<file path="src/rtl/fseq_pkg.sv">
package fseq_pkg;

    localparam int SLOTS   = 8;
    localparam int OP_W    = 4;
    localparam int INSTR_W = SLOTS * OP_W;

    typedef enum logic [3:0] {
        OC_END, OC_CMD, OC_COL, OC_ROW, OC_USER,
        OC_WBUF, OC_WREG, OC_RBUF, OC_RREG
    } op_cls_e;

    typedef struct packed {
        op_cls_e    cls;
        logic       need_rdy;
        logic [1:0] cmd_sel;
    } op_info_t;

    typedef enum logic [2:0] {
        ST_IDLE, ST_FETCH, ST_WAIT, ST_SETUP, ST_STROBE, ST_GAP
    } seq_state_e;

    function automatic op_info_t decode_op(input logic [OP_W-1:0] code);
        op_info_t r;
        r.cls      = OC_END;
        r.need_rdy = 1'b0;
        r.cmd_sel  = code[1:0];
        case (code)
            4'h1: r.cls = OC_COL;
            4'h2: r.cls = OC_ROW;
            4'h3: r.cls = OC_USER;
            4'h4, 4'h5, 4'h6, 4'h7: r.cls = OC_CMD;
            4'h8: r.cls = OC_WBUF;
            4'h9: r.cls = OC_WREG;
            4'hA: r.cls = OC_RBUF;
            4'hB: r.cls = OC_RREG;
            4'hC, 4'hD: begin r.cls = OC_CMD;  r.need_rdy = 1'b1; end
            4'hE:       begin r.cls = OC_RBUF; r.need_rdy = 1'b1; end
            default: r.cls = OC_END;
        endcase
        return r;
    endfunction

endpackage

</file>
<file path="src/rtl/fseq_pulse_timer.sv">
module fseq_pulse_timer #(
    parameter int PW_W = 3
) (
    input  logic            clk,
    input  logic            rst,
    input  logic            active,
    input  logic [PW_W-1:0] width,
    output logic            last
);
    logic [PW_W-1:0] cnt;
    logic [PW_W-1:0] width_eff;

    assign width_eff = (width == '0) ? PW_W'(1) : width;
    assign last      = active && (cnt == width_eff - PW_W'(1));

    always_ff @(posedge clk) begin
        if (rst || !active || last) cnt <= '0;
        else                        cnt <= cnt + PW_W'(1);
    end

    // strobe is not released before its width has elapsed
    assert_pulse_hold_R12: assert property (@(posedge clk) disable iff (rst)
        (active && !last) |=> active);

endmodule

</file>
<file path="src/rtl/fseq_ready_watch.sv">
module fseq_ready_watch #(
    parameter int TMO_W = 8
) (
    input  logic             clk,
    input  logic             rst,
    input  logic             active,
    input  logic             ready,
    input  logic [TMO_W-1:0] limit,
    output logic             go,
    output logic             expired
);
    logic [TMO_W-1:0] cnt;

    assign go      = active && ready;
    assign expired = active && !ready && (cnt == limit);

    always_ff @(posedge clk) begin
        if (rst || !active || ready) cnt <= '0;
        else if (!expired)           cnt <= cnt + TMO_W'(1);
    end

    // the wait counter never passes the limit
    assert_wait_bound_R11: assert property (@(posedge clk) disable iff (rst)
        (active && !ready) |-> (cnt <= limit));

endmodule

</file>
<file path="src/rtl/fseq_top.sv">
module fseq_top
    import fseq_pkg::*;
#(
    parameter int BLK_W  = 18,
    parameter int PAGE_W = 6,
    parameter int COL_W  = 11,
    parameter int CNT_W  = 12,
    parameter int PW_W   = 3,
    parameter int TMO_W  = 8
) (
    input  logic               clk,
    input  logic               rst,
    input  logic               start,
    input  logic [31:0]        instr_word,
    input  logic [31:0]        cmd_word,
    input  logic [BLK_W-1:0]   blk_num,
    input  logic [PAGE_W-1:0]  page_idx,
    input  logic [COL_W-1:0]   col_idx,
    input  logic [7:0]         user_addr,
    input  logic [CNT_W-1:0]   byte_cnt,
    input  logic               xfer_two,
    input  logic [15:0]        reg_wdata,
    output logic [15:0]        reg_rdata,
    input  logic [PW_W-1:0]    pulse_w,
    input  logic [TMO_W-1:0]   rdy_limit,
    output logic               fl_cle,
    output logic               fl_ale,
    output logic               fl_we,
    output logic               fl_re,
    output logic [7:0]         fl_dout,
    input  logic [7:0]         fl_din,
    input  logic               fl_ready,
    output logic [CNT_W-1:0]   buf_addr,
    output logic [7:0]         buf_wdata,
    output logic               buf_we,
    input  logic [7:0]         buf_rdata,
    output logic               busy,
    output logic               done,
    output logic               timeout_err
);
    localparam int ROW_W     = BLK_W + PAGE_W;
    localparam int ROW_BYTES = (ROW_W + 7) / 8;
    localparam int COL_BYTES = (COL_W + 7) / 8;
    localparam logic [2:0] LAST_SLOT = 3'(SLOTS - 1);

    seq_state_e        state;
    logic [2:0]        slot;
    op_info_t          cur;
    op_info_t          fetched;
    logic [OP_W-1:0]   code;
    logic [CNT_W-1:0]  idx;
    logic [CNT_W-1:0]  n_items;
    logic [15:0]       rreg;
    logic              strobe_on, p_last, rdy_go, tmo_exp;
    logic [7:0]        row_byte, col_byte, cmd_byte, data_byte;
    logic [ROW_BYTES*8-1:0] row_pad;
    logic [COL_BYTES*8-1:0] col_pad;

    // slot fetch and decode
    always_comb begin
        code = '0;
        for (int k = 0; k < SLOTS; k++)
            if (slot == 3'(k)) code = instr_word[(SLOTS-1-k)*OP_W +: OP_W];
    end
    assign fetched = decode_op(code);

    // item count of the current operation
    always_comb begin
        case (cur.cls)
            OC_CMD, OC_USER:  n_items = CNT_W'(1);
            OC_COL:           n_items = CNT_W'(COL_BYTES);
            OC_ROW:           n_items = CNT_W'(ROW_BYTES);
            OC_WBUF, OC_RBUF: n_items = byte_cnt;
            OC_WREG, OC_RREG: n_items = xfer_two ? CNT_W'(2) : CNT_W'(1);
            default:          n_items = '0;
        endcase
    end

    // outgoing byte selection
    assign row_pad = (ROW_BYTES*8)'({blk_num, page_idx});
    assign col_pad = (COL_BYTES*8)'(col_idx);

    always_comb begin
        row_byte = '0;
        for (int k = 0; k < ROW_BYTES; k++)
            if (idx == CNT_W'(k)) row_byte = row_pad[k*8 +: 8];
        col_byte = '0;
        for (int k = 0; k < COL_BYTES; k++)
            if (idx == CNT_W'(k)) col_byte = col_pad[k*8 +: 8];
        case (cur.cmd_sel)
            2'd0:    cmd_byte = cmd_word[31:24];
            2'd1:    cmd_byte = cmd_word[23:16];
            2'd2:    cmd_byte = cmd_word[15:8];
            default: cmd_byte = cmd_word[7:0];
        endcase
        case (cur.cls)
            OC_CMD:  data_byte = cmd_byte;
            OC_COL:  data_byte = col_byte;
            OC_ROW:  data_byte = row_byte;
            OC_USER: data_byte = user_addr;
            OC_WBUF: data_byte = buf_rdata;
            OC_WREG: data_byte = idx[0] ? reg_wdata[15:8] : reg_wdata[7:0];
            default: data_byte = 8'h00;
        endcase
    end

    assign strobe_on = (state == ST_STROBE);
    assign fl_cle    = strobe_on && (cur.cls == OC_CMD);
    assign fl_ale    = strobe_on && (cur.cls inside {OC_COL, OC_ROW, OC_USER});
    assign fl_re     = strobe_on && (cur.cls inside {OC_RBUF, OC_RREG});
    assign fl_we     = strobe_on && !(cur.cls inside {OC_RBUF, OC_RREG});
    assign fl_dout   = strobe_on ? data_byte : 8'h00;
    assign buf_addr  = idx;
    assign buf_wdata = fl_din;
    assign buf_we    = strobe_on && p_last && (cur.cls == OC_RBUF);
    assign reg_rdata = rreg;
    assign busy      = (state != ST_IDLE);

    fseq_pulse_timer #(.PW_W(PW_W)) u_timer (
        .clk(clk), .rst(rst), .active(strobe_on), .width(pulse_w), .last(p_last)
    );

    fseq_ready_watch #(.TMO_W(TMO_W)) u_rdy (
        .clk(clk), .rst(rst), .active(state == ST_WAIT), .ready(fl_ready),
        .limit(rdy_limit), .go(rdy_go), .expired(tmo_exp)
    );

    always_ff @(posedge clk) begin
        if (rst) begin
            state       <= ST_IDLE;
            slot        <= '0;
            cur         <= '{cls: OC_END, need_rdy: 1'b0, cmd_sel: 2'b00};
            idx         <= '0;
            done        <= 1'b0;
            timeout_err <= 1'b0;
            rreg        <= '0;
        end else begin
            if (strobe_on && p_last && cur.cls == OC_RREG) begin
                if (idx[0]) rreg[15:8] <= fl_din;
                else        rreg[7:0]  <= fl_din;
            end
            case (state)
                ST_IDLE: if (start) begin
                    state       <= ST_FETCH;
                    slot        <= '0;
                    done        <= 1'b0;
                    timeout_err <= 1'b0;
                end
                ST_FETCH: if (fetched.cls == OC_END) begin
                    state <= ST_IDLE;
                    done  <= 1'b1;
                end else begin
                    cur   <= fetched;
                    state <= fetched.need_rdy ? ST_WAIT : ST_SETUP;
                end
                ST_WAIT: if (rdy_go) begin
                    state <= ST_SETUP;
                end else if (tmo_exp) begin
                    state       <= ST_IDLE;
                    done        <= 1'b1;
                    timeout_err <= 1'b1;
                end
                ST_SETUP: begin
                    idx <= '0;
                    if (n_items != '0)            state <= ST_STROBE;
                    else if (slot == LAST_SLOT) begin state <= ST_IDLE; done <= 1'b1; end
                    else begin slot <= slot + 3'd1; state <= ST_FETCH; end
                end
                ST_STROBE: if (p_last) state <= ST_GAP;
                ST_GAP: begin
                    if (idx + CNT_W'(1) != n_items) begin
                        idx   <= idx + CNT_W'(1);
                        state <= ST_STROBE;
                    end else if (slot == LAST_SLOT) begin
                        state <= ST_IDLE;
                        done  <= 1'b1;
                    end else begin
                        slot  <= slot + 3'd1;
                        state <= ST_FETCH;
                    end
                end
                default: state <= ST_IDLE;
            endcase
        end
    end

    // an accepted start begins a fresh run
    assert_start_busy_R13: assert property (@(posedge clk) disable iff (rst)
        (!busy && start) |=> (busy && !done && !timeout_err));

    // an expired wait ends the run with the error flag
    assert_timeout_end_R11: assert property (@(posedge clk) disable iff (rst)
        tmo_exp |=> (timeout_err && done && !busy));

    // buffer writes happen only under the read strobe
    assert_bufwe_read_R8: assert property (@(posedge clk) disable iff (rst)
        buf_we |-> (fl_re && !fl_we));

    // done and busy are never both high
    assert_done_idle_R3: assert property (@(posedge clk) disable iff (rst)
        done |-> !busy);

endmodule

</file>
<file path="config.mk">
export PLATFORM = sky130hd
export DESIGN_NAME = fseq_top
export DESIGN_NICKNAME = d
export VERILOG_FILES = /design/src/rtl/fseq_pkg.sv /design/src/rtl/fseq_pulse_timer.sv /design/src/rtl/fseq_ready_watch.sv /design/src/rtl/fseq_top.sv
export SDC_FILE = /design/constraint.sdc
export NUM_CORES = 1
export LEC_CHECK = 0
export BUFFER_PORTS_ARGS = -buffer_cell sky130_fd_sc_hd__buf_2
export CORE_MARGIN = 5
export CORE_UTILIZATION = 30
export CTS_CLUSTER_SIZE = 10
export DETAILED_ROUTE_END_ITERATION = 12
export PLACE_DENSITY = 0.63
export SLEW_MARGIN = 20
export SYNTH_ARGS = -nofsm -noshare
export SYNTH_HDL_FRONTEND = slang
export SYNTH_SLANG_ARGS = --single-unit
</file>
<file path="constraint.sdc">
create_clock -name clk -period 3.25 [get_ports clk]
set_clock_uncertainty 0.15 [all_clocks]
set_input_delay 0.1625 -clock clk [delete_from_list [all_inputs] [get_ports clk]]
set_output_delay 0.1625 -clock clk [all_outputs]
set_load 0.05 [all_outputs]
</file>
# After elaboration in Yosys (flattened, before gate mapping)
# Index checks and enable logic that the tools add are counted.
[totals]
elab_cells = 163
in_bits = 167
reg_bits = 53
out_inout_bits = 52
[classes]
bitwise = 2
add_sub_neg = 5
eq_ne = 50
n_mux = 48
n_reduce_logical = 47
[op_table]
columns = ["cell", "n"]
rows = [
  ["12-bit case mux with 5 select lines", 1],
  ["8-bit 2-to-1 mux", 7],
  ["8-bit case mux with 6 select lines", 1],
  ["3-bit 2-to-1 mux", 11],
  ["4-bit by 3-bit == test with 1-bit output, second input constant", 8],
  ["4-bit == test, second input constant", 8],
  ["4-bit 2-to-1 mux", 8],
  ["4-bit case mux with 8 select lines", 1],
  ["12-bit case mux with 2 select lines", 1],
  ["8-bit case mux with 3 select lines", 1],
  ["3-bit == test, second input constant", 6],
  ["3-bit case mux with 6 select lines", 1],
  ["4-bit by 2-bit == test with 1-bit output, second input constant", 4],
  ["2-bit inequality test, second input constant", 7],
  ["12-bit by 1-bit adder with 12-bit output, second input constant", 1],
  ["12-bit by 1-bit == test with 1-bit output, second input constant", 1],
  ["12-bit by 2-bit == test with 1-bit output, second input constant", 1],
  ["3-bit by 2-bit == test with 1-bit output, second input constant", 4],
  ["12-bit zero test", 1],
  ["12-bit 2-to-1 mux", 1],
  ["12-bit inequality test", 1],
  ["12-bit nonzero test", 1],
  ["1-bit logical AND", 11],
  ["1-bit 2-to-1 mux", 10],
  ["31 further kinds", 55],
]

# Depth between registers and ports, before layout
[logic_depth]
depth_word = 15
mapped_depth = 13
depth_no_buf = 10

# Modules after synthesis
# From an unflattened synthesis, not the netlist that was laid out.
[hier_totals]
cells_unflattened = 674
hier_area_um2 = 5231.3
[by_module_without_submodules]
columns = ["module", "n_inst", "cells_per_inst", "area_per_inst_um2", "seq_area_each_um2"]
rows = [
  ["fseq_top", 1, 565, 4340.4, 840.8],
  ["fseq_ready_watch", 1, 87, 689.4, 160.2],
  ["fseq_pulse_timer", 1, 22, 201.4, 60.1],
]

# Worst setup path after synthesis
# OpenSTA, ideal clock, no wires.
[synth_timing]
kind = "flip-flop to flip-flop"
start = "reg idx[0], in the netlist buf_addr[0]"
end = "reg slot[1]"
slack_ns = 0.123
required_ns = 2.970
period_less_slack_ns = 3.127
path_stages_with_launch = 12
path_buffers = 3
arrival_ns = 2.847
setup_ns = 0.130
path_cell_list = "dfxtp_1 -> buf_2 -> nand2_1 -> or4_1 -> buf_2 -> nor3_1 -> o311a_1 -> nand4_2 -> and2_4 -> buf_6 -> nor3_2 -> o32ai_1"
[synth_between]
elab_chain_len = 4
[synth_rtl]
columns = ["element", "line", "source"]
rows = [
  ["start: declaration", "fseq_top.sv:51", "logic [CNT_W-1:0] idx;"],
  ["start signal: assignment", "fseq_top.sv:172", "idx <= idx + CNT_W'(1);"],
  ["12-bit by 1-bit adder with 12-bit output", "fseq_top.sv:171", "if (idx + CNT_W'(1) != n_items) begin"],
  ["12-bit inequality test", "fseq_top.sv:171", ""],
  ["2-bit inequality test (no line)", "-", ""],
  ["4-bit AND reduction (no line)", "-", ""],
  ["end signal: assignment", "fseq_top.sv:178", "slot <= slot + 3'd1;"],
  ["end: declaration", "fseq_top.sv:47", "logic [2:0] slot;"],
]
# No other way between the ends.
# A chain may end at the register's enable or synchronous reset.

# Worst setup path in the final report
[layout_timing]
start = "reg slot[0]"
end = "reg cur[6] (netlist name)"
[layout_between]
elab_chain_len = 15
elab_cells_between_ends = 36
classes_between = "eq/ne (21); mux (9); bitwise (1); reduce/logical (5)"
[layout_rtl]
columns = ["element", "line", "source"]
rows = [
  ["3-bit zero test", "fseq_top.sv:63", "if (slot == 3'(k)) code = instr_word[(SLOTS-1-k)*OP_W +: OP_W];"],
  ["4-bit 2-to-1 mux (7 in series)", "fseq_top.sv:63", ""],
  ["4-bit 2-to-1 mux *", "fseq_top.sv:63", ""],
  ["4-bit == test or 4-bit by 3-bit == test with 1-bit output (tied branches)", "fseq_pkg.sv:27", "case (code)"],
  ["6-bit OR reduction (no line) or 2-bit OR reduction (tied branches)", "-", ""],
  ["4-bit case mux with 8 select lines *", "fseq_pkg.sv:27", ""],
  ["4-bit zero test", "fseq_top.sv:149", "ST_FETCH: if (fetched.cls == OC_END) begin"],
  ["1-bit NOT (no line)", "-", ""],
  ["2-bit AND reduction (no line)", "-", ""],
  ["end signal: assignment", "fseq_top.sv:132", "cur <= '{cls: OC_END, need_rdy: 1'b0, cmd_sel: 2'b00};"],
  ["end signal: assignment", "fseq_top.sv:153", "cur <= fetched;"],
  ["end: declaration", "fseq_top.sv:48", "op_info_t cur;"],
]
# Every way passes the cells marked *; elsewhere a longest branch is shown, timed or not.

==> reports/summary.txt <==
Number of global-route vias before repair: 5135
Initial Util: 0.305
Hold Path Depth: 5
Largest net degree at the start of global routing: 51
FFs w/ async S/R, synth: 0
Period utilization: 0.916
Sequential share of power: 0.326
Max-Cap Viols: 0
Clk Latency, worst-skew pair: 0.30 ns
Final Hold Viols: 0
Reg-to-Reg Start: slot[0]
Die Width: 134 microns
Crit path DAT: 2.98 ns
Outcome: completed
I/O pin count: 219
CP max FO: 12
Psw: 882 uW
Post-synth EDFFs: 0
CTS tree: built
Largest area contributor in the netlist: dfxtp_1
Die Y: 134 microns
Final worst path period need: 2.98 ns
Area grow syn2layout: 33.4%
Register area share after synthesis: 0.229
Ys flop type: dfxtp_1
Synth cell types: 69
DR vias: 5347
First-pass GRT wire length: 26900 microns
List of most frequent post-synthesis cells: nor2_1, a21oi_1, dfxtp_1
Final #Nets: 1002
Fill count: 1530
Worst hold path startpoint: fl_ready
Mapped Cells: 612
# rows: 45
Final Wtd Congestion: 0.923
CP endpoint kind: register
DP Worst Slack: 0.229 ns
Setup violations, final: 0
# Post-CTS Setup Buffers: 0
Pwr dens: 368 mW/mm^2
Initial antenna violation count: 2
Switching share of power: 0.389
DR WL/cell: 17.3 microns
Reg area: 0.00106 sq mm
Area of the core: 0.0151 sq mm
Comb power frac: 0.426
Global-route usage over all layers: 0.185
CTS buffer count: 5
Mapped Nets: 792
Startpoint Class: register
Relative slew slack: 0.400
Top cells by area, synth: dfxtp_1, mux2i_1, nor2_1
Max frequency: 0.336 GHz
Area of the multi-input gates: 0.00322 sq mm
Power share of the clock group: 0.248
Drt pass-1 iters: 7
Detailed Place HPWL: 14000 microns
Worst Hold Class: input pin to register
Pleak: 2.75 nW
Mapped Area: 0.00462 sq mm
Total Wirelength: 17500 microns
RSZ-0062 raised after global routing: no
R2R cell count: 9
Setup TNS: 0 ns
Vias/cell: 5.29
YS warnings: 0
Syn Area/Cell: 7.55 sq um
Setup ws final: 0.272 ns
Number of antenna diodes: 0
Peak VDD IR: 0.000217 V
Die ar.: 0.0180 sq mm
H-tree depth: 2
Clock-pin slew on the worst setup and hold paths: 0.07 ns
Most frequent cell after synthesis: nor2_1
DRT iter0 DRCs: 296
CP startpoint: slot[0]
Pint: 1.39 mW
Clk sink count: 53
Crit path kind: register to register
Drt drc: 0
GRT overflow: 0
Count of pins over their slew limit: 0
Worst Tran Pin Value: 0.900 ns
Synth Register Bits: 53
Worst EP required: 3.25 ns
CTS Root Cell: clkbuf_16
Worst-case clock buffer depth: 2
Share of the synthesized area in the top cell type: 0.229
Layout cells sized above 1: 0.346
Port Buffers: 218
Hold endpoint: state[0]
R2R Setup Slk: 0.27 ns
Reg2reg end: cur[6]
Post-route antenna net violation count: 0
[flip-flops by register name, summed over array words and instances (netlist names)]
name,cells
u_timer.cnt,3
cur,6
timeout_err,1
buf_addr,12
done,1
u_rdy.cnt,8
reg_rdata,16
state,3
slot,3
[cell families (layout without fill, tap and decap cells)]
kind of cell	Yosys count	in the layout	share of synthesized area
AOI/OAI and AO/OA	156	156	0.227
xor gates and xnor gates	34	34	0.0674
adders and majority gates	13	13	0.0352
buffers and inverters	78	289	0.0742
DFF	53	53	0.229
muxes	38	38	0.104
and+or+nand+nor	240	240	0.263
[metal layers]
layer | wire length, microns | global-route usage | vias up
li1 | - | - | 2638
met3 | 1410 | 0.0420 | 34
met5 | 21 | 0 | -
met4 | 449 | 0.0503 | 4
met1 | 7010 | 0.216 | 2444
met2 | 8570 | 0.340 | 227
[what timing repair did]
action | CTS | global route
endpoints found under the hold margin | 17 | 0
resized for setup | 0 | 4
hold buffers | 9 | 0
setup endpoints to repair | 0 | 4
[through the flow]
| step | power (mW) | utilization | cells | cell area (sq um) | hold slack (ns) |
|---|---|---|---|---|---|
| 6_report | 2.27 | 0.407 | 1011 | 6170 | 0.254 |
| 5_1_grt | 2.42 | 0.407 | 1011 | 6170 | 0.281 |
| 4_1_cts | 2.28 | 0.407 | 1011 | 6160 | 0.248 |
| 3_5_place_dp | 1.71 | 0.391 | 994 | 5920 | 0.279 |
| 3_3_place_gp | 1.71 | 0.391 | 994 | 5920 | 0.270 |
| 2_1_floorplan | 1.36 | - | 612 | 4620 | 0.124 |
[power groups by stage]
stage	Combinational (mW)	Clock, mW	Sequential (mW)
after global placement	0.951	0	0.755
after floorplan	0.642	0	0.723
after CTS	0.963	0.578	0.739
final	0.966	0.563	0.740
after global routing	1.06	0.609	0.748
after detailed placement	0.951	0	0.754
[placed cells by master (no fill, tap or decap), drive strengths merged, types with 6 or more instances in the layout]
cell and n:
buf 247, nor2 77, a21oi 56, dfxtp 53
nand2 48, mux2i 29, inv 24, nand3 22
xnor2 19, o21ai 17, nor3 16, a22oi 14
xor2 14, a211oi 13, ha 13, nor2b 11
nor4 9, nand2b 9, and3 9, dlygate4sd3 9
o211ai 8, mux4 8, a221oi 7, nand3b 6
[critical path, stage by stage, from the launching register on]
cell      delay [ns]
dfxtp_1         0.35
inv_1           0.10
ha_1            0.42
or3b_2          0.48
a221oi_1        0.26
o31ai_1         0.14
and4_1          0.24
or3_1           0.42
mux2i_1         0.15
nor2b_1         0.13
[how the worst max path moves through the flow]
stage	cells after the start	to	slack (ns)
5_1_grt	9	slot[2]	0.02
3_3_place_gp	10	cur[6]	0.25
3_5_place_dp	10	cur[6]	0.23
4_1_cts	10	cur[6]	0.21
2_1_floorplan	11	slot[1]	0.12
6_report	9	cur[6]	0.27
[final cells by class]
type / instances / share of cell area
sequential: 53 / 0.172
inverter: 25 / 0.0152
tap: 188 / 0.0381
timing repair buffer: 256 / 0.227
clock inverter: 3 / 0.00426
clock buffer: 5 / 0.0203
multi-input combinational: 481 / 0.523
Power figures use the tool's default switching activity.
